[config.mk]
export PLATFORM = sky130hd
export DESIGN_NAME = ser_ctl_port
export DESIGN_NICKNAME = d
export VERILOG_FILES = /design/src/rtl/ser_ctl_pkg.sv /design/src/rtl/ser_ctl_sync.sv /design/src/rtl/ser_ctl_frame.sv /design/src/rtl/ser_ctl_regs.sv /design/src/rtl/ser_ctl_port.sv
export SDC_FILE = /design/constraint.sdc
export NUM_CORES = 1
export LEC_CHECK = 0
export BUFFER_PORTS_ARGS = -buffer_cell sky130_fd_sc_hd__buf_2
export CORE_MARGIN = 4
export CORE_UTILIZATION = 62
export DETAILED_ROUTE_END_ITERATION = 7
export GPL_TIMING_DRIVEN = 0
export PLACE_DENSITY = 0.83
export SLEW_MARGIN = 20
export SYNTH_ARGS = -nofsm -noshare
export SYNTH_HDL_FRONTEND = slang
export SYNTH_SLANG_ARGS = --single-unit
[constraint.sdc]
create_clock -name clk -period 2.8 [get_ports clk]
set_input_delay 0.56 -clock clk [delete_from_list [all_inputs] [get_ports clk]]
set_output_delay 0.56 -clock clk [all_outputs]
set_load 0.02 [all_outputs]
[src/rtl/ser_ctl_pkg.sv]
package ser_ctl_pkg;
   localparam int ADDR_W = 3;
   localparam int DATA_W = 9;
   localparam int GAIN_W = 6;
   localparam int CFG_W = 5;

   localparam logic [ADDR_W-1:0] ADR_CFG = 3'd0;
   localparam logic [ADDR_W-1:0] ADR_GAIN = 3'd3;
   localparam logic [ADDR_W-1:0] ADR_OFS = 3'd6;

   localparam logic [DATA_W-CFG_W-1:0] CFG_FIXED = 4'b0011;

   typedef struct packed {
      logic cds;
      logic clamp_hi;
      logic pwr_down;
      logic out_dly;
      logic one_byte;
   } cfg_t;

   localparam cfg_t CFG_RST = '{cds: 1'b1, clamp_hi: 1'b1, pwr_down: 1'b0,
                                out_dly: 1'b0, one_byte: 1'b0};
endpackage

[src/rtl/ser_ctl_sync.sv]
module ser_ctl_sync #(
   parameter int W = 3,
   parameter int STAGES = 2,
   parameter logic [W-1:0] RST_VAL = '0
) (
   input  logic         clk,
   input  logic         rst_n,
   input  logic [W-1:0] d,
   output logic [W-1:0] q
);
   generate
      if (STAGES < 2) begin : g_bad
         $error("ser_ctl_sync needs at least two stages");
      end
      if (W < 1) begin : g_badw
         $error("ser_ctl_sync width must be positive");
      end
   endgenerate

   logic [W-1:0] st [STAGES];

   genvar i;
   generate
      for (i = 0; i < STAGES; i++) begin : g_st
         if (i == 0) begin : g_first
            always_ff @(posedge clk or negedge rst_n) begin
               if (!rst_n) st[i] <= RST_VAL;
               else        st[i] <= d;
            end
         end else begin : g_next
            always_ff @(posedge clk or negedge rst_n) begin
               if (!rst_n) st[i] <= RST_VAL;
               else        st[i] <= st[i-1];
            end
         end
      end
   endgenerate

   assign q = st[STAGES-1];
endmodule

[src/rtl/ser_ctl_frame.sv]
module ser_ctl_frame #(
   parameter int ADDR_W = 3,
   parameter int DATA_W = 9
) (
   input  logic              clk,
   input  logic              rst_n,
   input  logic              sclk_s,
   input  logic              ld_n_s,
   input  logic              sdi_s,
   input  logic [DATA_W-1:0] rdata,
   output logic [ADDR_W-1:0] rd_addr,
   output logic              sdo,
   output logic              sdo_oe,
   output logic              cmt_vld,
   output logic [ADDR_W-1:0] cmt_addr,
   output logic [DATA_W-1:0] cmt_data
);
   localparam int HDR = 1 + ADDR_W;
   localparam int FRAME = HDR + DATA_W;
   localparam int CNT_W = $clog2(FRAME + 2);
   localparam logic [CNT_W-1:0] CNT_MAX = CNT_W'(FRAME + 1);
   localparam logic [CNT_W-1:0] CNT_HDR = CNT_W'(HDR);
   localparam logic [CNT_W-1:0] CNT_FRM = CNT_W'(FRAME);

   generate
      if (ADDR_W < 1 || DATA_W < 2) begin : g_bad
         $error("ser_ctl_frame field widths too small");
      end
   endgenerate

   logic sclk_d, ld_d;
   logic rise, fall, start, stop, active;
   logic [CNT_W-1:0] cnt;
   logic [FRAME-1:0] shreg;
   logic rd_on;
   logic [DATA_W-1:0] out_sh;

   assign rise   = sclk_s & ~sclk_d;
   assign fall   = ~sclk_s & sclk_d;
   assign start  = ld_d & ~ld_n_s;
   assign stop   = ~ld_d & ld_n_s;
   assign active = ~ld_n_s;

   always_ff @(posedge clk or negedge rst_n) begin
      if (!rst_n) begin
         sclk_d <= 1'b0;
         ld_d   <= 1'b1;
      end else begin
         sclk_d <= sclk_s;
         ld_d   <= ld_n_s;
      end
   end

   always_ff @(posedge clk or negedge rst_n) begin
      if (!rst_n) begin
         cnt    <= '0;
         shreg  <= '0;
         rd_on  <= 1'b0;
         out_sh <= '0;
      end else begin
         if (start) begin
            cnt   <= '0;
            shreg <= '0;
            rd_on <= 1'b0;
         end else if (active && rise) begin
            shreg <= {shreg[FRAME-2:0], sdi_s};
            if (cnt != CNT_MAX) cnt <= cnt + 1'b1;
         end else if (active && fall) begin
            if (cnt == CNT_HDR) begin
               rd_on  <= shreg[ADDR_W];
               out_sh <= rdata;
            end else if (cnt > CNT_HDR && cnt < CNT_FRM) begin
               out_sh <= {out_sh[DATA_W-2:0], 1'b0};
            end
         end
         if (stop) rd_on <= 1'b0;
      end
   end

   always_ff @(posedge clk or negedge rst_n) begin
      if (!rst_n) begin
         cmt_vld  <= 1'b0;
         cmt_addr <= '0;
         cmt_data <= '0;
      end else begin
         cmt_vld  <= stop && (cnt == CNT_FRM) && !shreg[FRAME-1];
         cmt_addr <= shreg[FRAME-2 -: ADDR_W];
         cmt_data <= shreg[DATA_W-1:0];
      end
   end

   assign rd_addr = shreg[ADDR_W-1:0];
   assign sdo     = out_sh[DATA_W-1];
   assign sdo_oe  = rd_on & active;

   AST_OE_START: assert property (@(posedge clk) disable iff (!rst_n)
      $rose(rd_on) |-> ($past(fall) && $past(cnt) == CNT_HDR));
   AST_CMT_FULL: assert property (@(posedge clk) disable iff (!rst_n)
      cmt_vld |-> ($past(cnt) == CNT_FRM && $past(stop)));
   AST_CNT_BOUND: assert property (@(posedge clk) disable iff (!rst_n)
      cnt <= CNT_MAX);
   AST_NO_OE_IDLE: assert property (@(posedge clk) disable iff (!rst_n)
      $past(stop) |-> !sdo_oe);
endmodule

[src/rtl/ser_ctl_regs.sv]
module ser_ctl_regs
   import ser_ctl_pkg::*;
#(
   parameter int ADDR_W_P = ADDR_W,
   parameter int DATA_W_P = DATA_W,
   parameter int GAIN_W_P = GAIN_W
) (
   input  logic                clk,
   input  logic                rst_n,
   input  logic                cmt_vld,
   input  logic [ADDR_W_P-1:0] cmt_addr,
   input  logic [DATA_W_P-1:0] cmt_data,
   input  logic [ADDR_W_P-1:0] rd_addr,
   output logic [DATA_W_P-1:0] rdata,
   output cfg_t                cfg_q,
   output logic [GAIN_W_P-1:0] gain_q,
   output logic [DATA_W_P-1:0] ofs_q
);
   localparam int GPAD = DATA_W_P - GAIN_W_P;
   localparam int CPAD = DATA_W_P - CFG_W;

   generate
      if (GAIN_W_P >= DATA_W_P) begin : g_bad_gain
         $error("gain field must be narrower than the data word");
      end
      if (CPAD != $bits(CFG_FIXED)) begin : g_bad_cfg
         $error("fixed configuration field width mismatch");
      end
   endgenerate

   logic wr_cfg, wr_gain, wr_ofs;
   assign wr_cfg  = cmt_vld && (cmt_addr == ADR_CFG);
   assign wr_gain = cmt_vld && (cmt_addr == ADR_GAIN);
   assign wr_ofs  = cmt_vld && (cmt_addr == ADR_OFS);

   always_ff @(posedge clk or negedge rst_n) begin
      if (!rst_n) begin
         cfg_q  <= CFG_RST;
         gain_q <= '0;
         ofs_q  <= '0;
      end else begin
         if (wr_cfg)  cfg_q  <= cfg_t'(cmt_data[CFG_W-1:0]);
         if (wr_gain) gain_q <= cmt_data[GAIN_W_P-1:0];
         if (wr_ofs)  ofs_q  <= cmt_data;
      end
   end

   always_comb begin
      unique case (rd_addr)
         ADR_CFG:  rdata = {CFG_FIXED, cfg_q};
         ADR_GAIN: rdata = {{GPAD{1'b0}}, gain_q};
         ADR_OFS:  rdata = ofs_q;
         default:  rdata = '0;
      endcase
   end

   AST_GAIN_HOLD: assert property (@(posedge clk) disable iff (!rst_n)
      !(cmt_vld && cmt_addr == ADR_GAIN) |=> $stable(gain_q));
   AST_OFS_HOLD: assert property (@(posedge clk) disable iff (!rst_n)
      !(cmt_vld && cmt_addr == ADR_OFS) |=> $stable(ofs_q));
   AST_CFG_HOLD: assert property (@(posedge clk) disable iff (!rst_n)
      !(cmt_vld && cmt_addr == ADR_CFG) |=> $stable(cfg_q));
   AST_OFS_COPY: assert property (@(posedge clk) disable iff (!rst_n)
      (cmt_vld && cmt_addr == ADR_OFS) |=> ofs_q == $past(cmt_data));
endmodule

[src/rtl/ser_ctl_port.sv]
module ser_ctl_port
   import ser_ctl_pkg::*;
#(
   parameter int SYNC_STAGES = 2
) (
   input  logic              clk,
   input  logic              rst_n,
   input  logic              ld_n,
   input  logic              sclk,
   input  logic              sdio_in,
   output logic              sdio_out,
   output logic              sdio_oe,
   output logic              cds_mode,
   output logic              clamp_hi,
   output logic              pwr_down,
   output logic              out_delay,
   output logic              one_byte,
   output logic [GAIN_W-1:0] gain_code,
   output logic [DATA_W-1:0] offset_sm
);
   logic [2:0] raw_in, syn_in;
   logic [DATA_W-1:0] rdata, cmt_data;
   logic [ADDR_W-1:0] rd_addr, cmt_addr;
   logic cmt_vld;
   cfg_t cfg_q;

   assign raw_in = {ld_n, sclk, sdio_in};

   ser_ctl_sync #(.W(3), .STAGES(SYNC_STAGES), .RST_VAL(3'b100)) u_sync (
      .clk(clk), .rst_n(rst_n), .d(raw_in), .q(syn_in));

   ser_ctl_frame #(.ADDR_W(ADDR_W), .DATA_W(DATA_W)) u_frame (
      .clk(clk), .rst_n(rst_n),
      .sclk_s(syn_in[1]), .ld_n_s(syn_in[2]), .sdi_s(syn_in[0]),
      .rdata(rdata), .rd_addr(rd_addr),
      .sdo(sdio_out), .sdo_oe(sdio_oe),
      .cmt_vld(cmt_vld), .cmt_addr(cmt_addr), .cmt_data(cmt_data));

   ser_ctl_regs #(.ADDR_W_P(ADDR_W), .DATA_W_P(DATA_W), .GAIN_W_P(GAIN_W)) u_regs (
      .clk(clk), .rst_n(rst_n),
      .cmt_vld(cmt_vld), .cmt_addr(cmt_addr), .cmt_data(cmt_data),
      .rd_addr(rd_addr), .rdata(rdata),
      .cfg_q(cfg_q), .gain_q(gain_code), .ofs_q(offset_sm));

   assign cds_mode  = cfg_q.cds;
   assign clamp_hi  = cfg_q.clamp_hi;
   assign pwr_down  = cfg_q.pwr_down;
   assign out_delay = cfg_q.out_dly;
   assign one_byte  = cfg_q.one_byte;

   AST_RST_DEFAULT: assert property (@(posedge clk)
      $rose(rst_n) |-> (cds_mode && clamp_hi && !pwr_down && gain_code == '0
                        && offset_sm == '0));
   AST_OE_NEEDS_FRAME: assert property (@(posedge clk) disable iff (!rst_n)
      sdio_oe |-> !$past(ld_n, SYNC_STAGES));
endmodule

==> impl_results.md <==
* Outcome: finished clean
* Top-Level Pins at 27
* Drt pass-1 iters at 4
* RSZ-0062 raised after global routing: no
* CP max FO at 7
* Cells after Synth at around 230
* Initial antenna violation count at 0
* Critical path's top delay family: flip-flops
* Critical Path AT at approximately 1200 ps
* Setup Skew at approximately 5.7 ps
* Crit-path cells: nor2b_1 > buf_2
* Post-Syn Nets at 243
* Final Hold Fails at 0
* WHS at 148 ps
* Largest net degree at the start of global routing at 39
* Leakage at 1.62 nW
* Max-slew headroom at 0.609
* Drt first-iter violations at 218
* Port bufs at 26
* Remaining DRCs at 0
* Synth warnings at 0
* Avg Inst Size Synth at roughly 12 um^2
* Slowest stage delay, CP at 600 ps
* Synth-to-Final Area Change at 15.2%
* Skew-Pair Late Insertion Delay at between 300 and 400 ps
* Worst VDD drop at slightly below 0.5 mV
* Die height at approximately 75 um
* Critical Path End Type: primary output
* Gr usage total at 0.224
* DR WL/cell at around 16 um
* Asr flop ratio synth at 1.00
* Root Buffer: clkbuf_8
* Number of flops mapped to enable cells by yosys at 0
* Total die area at 0.00569 mm^2
* Final setup vio count at 0
* Vias in the first global route at about 1900
* Reg2Reg Setup Slack at around 1200 ps
* First-pass GRT wire length at 9230 um
* Htree depth at 3
* Worst Tran Pin Value at 584 ps
* Share of cells above drive strength 1 at 0.235
* Row count at 24
* Mapped Area at about 0.0028 mm^2
* Worst Path Required at between 2000 and 2500 ps
* Post-layout min period at ~1700 ps
* Max Slew Vio Count at 0
* Clock Path Buffers at 2
* GPL Wtd Cong at between 0.7 and 0.8
* Via count at 1892
* TritonCTS clock tree: yes
* Fin crit share at 0.610
* Post-Route WL at around 5400 um
* Critical path type: reg -> out
* TritonCTS Sinks at 68
* Final core occ at 0.740
* Fin area at between 0.003 and 0.004 mm^2
* Clk slew on worst S/H paths at about 70 ps
* Post-synth top flop: dfrtp_1
* Type of the worst min-delay path: in -> async
* Setup TNS at 0 ps
* Pwr per Cell Area at 593 mW/mm^2
* Num CTS Buffers at 9
* Max Cap Violations at 0
* Via density at between 5 and 6
* Synth Register Bits at 68
* Initial core utilization at 0.642
* Setup crit start kind: flip-flop
* DP HPWL at roughly 3600 um
* Setup Buffers After CTS at 0
* Crit path buffers/inverters at 1
* Hold_buf cts at 0
* Sequential element share of the synthesized area at 0.606
* Post-route ant nets at 0
* Fmax at a little under 600 MHz
* Layout Nets at 281
* Cts repair resizes at 0
* Slowest cell on the critical path: dfstp_2
* GRT overflow at 0
* # diodes at 0
* Die W at around 75 um
* DP Area at 0.00303 mm^2
* Core box area at between 0.004 and 0.005 mm^2
* Post-synth cell types at 43
cells in the mapped netlist, types with 3 or more instances:
library cell / n / area [um^2]
ha_1: 4 / 50.1
nor4b_1: 5 / 43.8
nand2_1: 35 / 131
a221o_1: 4 / 40.0
nor2b_1: 3 / 18.8
buf_4: 3 / 22.5
nand3_1: 7 / 35.0
dfrtp_1: 63 / 1580
clkbuf_1: 3 / 11.3
mux2_2: 4 / 45.0
inv_1: 4 / 15.0
a21oi_1: 16 / 80.1
and2_1: 6 / 37.5
mux2_1: 17 / 191
nor2_1: 13 / 48.8
buf_2: 4 / 20.0
a31oi_1: 6 / 37.5
dfstp_2: 5 / 131
layout make-up:
| class | count | area [um^2] |
|---|---|---|
| buffer | 11 | 65.1 |
| clock inverter | 5 | 58.8 |
| sequential | 68 | 1710 |
| clock buffer | 11 | 151 |
| fill | 295 | 1140 |
| tap | 52 | 65.1 |
| multi-input combinational | 151 | 1030 |
| timing repair buffer | 27 | 153 |
| inverter | 4 | 15.0 |
report_power, final:
part / switching, mW / total (mW) / leakage [nW] / internal [mW]
Combinational: 0.0546 / 0.0809 / 0.597 / 0.0263
Clock: 0.369 / 0.830 / 0.102 / 0.461
Sequential: 0.0132 / 1.01 / 0.918 / 0.999
Total: 0.437 / 1.92 / 1.62 / 1.49
cells by family after synthesis:
kind of cell / count (synthesis) / share of synthesized area
flip-flops: 68 / 0.606
multiplexers: 22 / 0.0875
buffers and inverters: 15 / 0.0284
adder cells (fa/ha/maj): 4 / 0.0178
AND/OR/NAND/NOR: 83 / 0.159
AO/OA/AOI/OAI: 38 / 0.0884
XOR/XNOR: 4 / 0.0124
per-layer routing:
| layer | global-route usage | part of all wire |
|---|---|---|
| met1 | 0.299 | 0.44 |
| met2 | 0.342 | 0.49 |
| met4 | 0.0835 | 0.015 |
| met3 | 0.0739 | 0.058 |
| met5 | 0 | 0 |
worst paths after layout:
path | startpoint | end | depth (start not counted)
hold / removal | rst_n | u_regs.gain_q[0]$_DFFE_PN0P_ | 1
min in group clk | ld_n | u_sync.st[5]$_DFF_PN1_ | 1
setup / recovery | u_sync.q[2]$_DFF_PN1_ | sdio_oe | 2
setup reg to reg | u_frame.shreg[1]$_DFFE_PN0P_ | u_frame.out_sh[1]$_DFFE_PN0P_ | 5
max in group asynchronous | rst_n | u_regs.cfg_q[4]$_DFFE_PN1P_ | 2
hold reg to reg | u_sync.st[3]$_DFF_PN0_ | u_sync.q[0]$_DFF_PN0_ | 0
worst reg2reg max path: stages (launching register included):
cell and delay (ps):
dfrtp_1 390, buf_2 210, and2b_1 280, mux2_2 370, a31oi_1 190, a21oi_1 90
cell usage in the layout, fill, tap and decap left out, types with 2 or more instances in the layout:
cell,count
dfrtp_1,63
nand2_1,35
buf_2,29
mux2_1,17
a21oi_1,16
nor2_1,13
clkbuf_8,11
nand3_1,7
a31oi_1,6
and2_1,6
nor4b_1,5
dfstp_2,5
inv_1,4
buf_4,4
mux2_2,4
a221o_1,4
ha_1,4
nor2b_1,3
clkbuf_1,3
and3b_1,2
xnor2_1,2
a22oi_1,2
nor3_1,2
xor2_1,2
o21ai_1,2
o211ai_1,2
clkinvlp_4,2
flip-flops by register name (all words and copies together), names as in the netlist:
register and count:
u_frame.cmt_addr 3, u_frame.cmt_data 9, u_frame.cmt_vld 1, u_frame.cnt 4, u_frame.ld_d 1, u_frame.out_sh 9
u_frame.rd_on 1, u_frame.sclk_d 1, u_frame.shreg 13, u_regs.cfg_q 5, u_regs.gain_q 6, u_regs.ofs_q 9
u_sync.q 3, u_sync.st 3
per-stage QoR:
stage / std cells / setup WS, ps / power [mW]
after detailed placement: 313 / 1170 / 1.11
after floorplan: 234 / 1340 / 1.07
after global routing: 329 / 1010 / 2.01
final: 329 / 1090 / 1.92
after global placement: 312 / 928 / 1.11
after CTS: 329 / 1080 / 1.94
(Power assumes the default switching activity.)
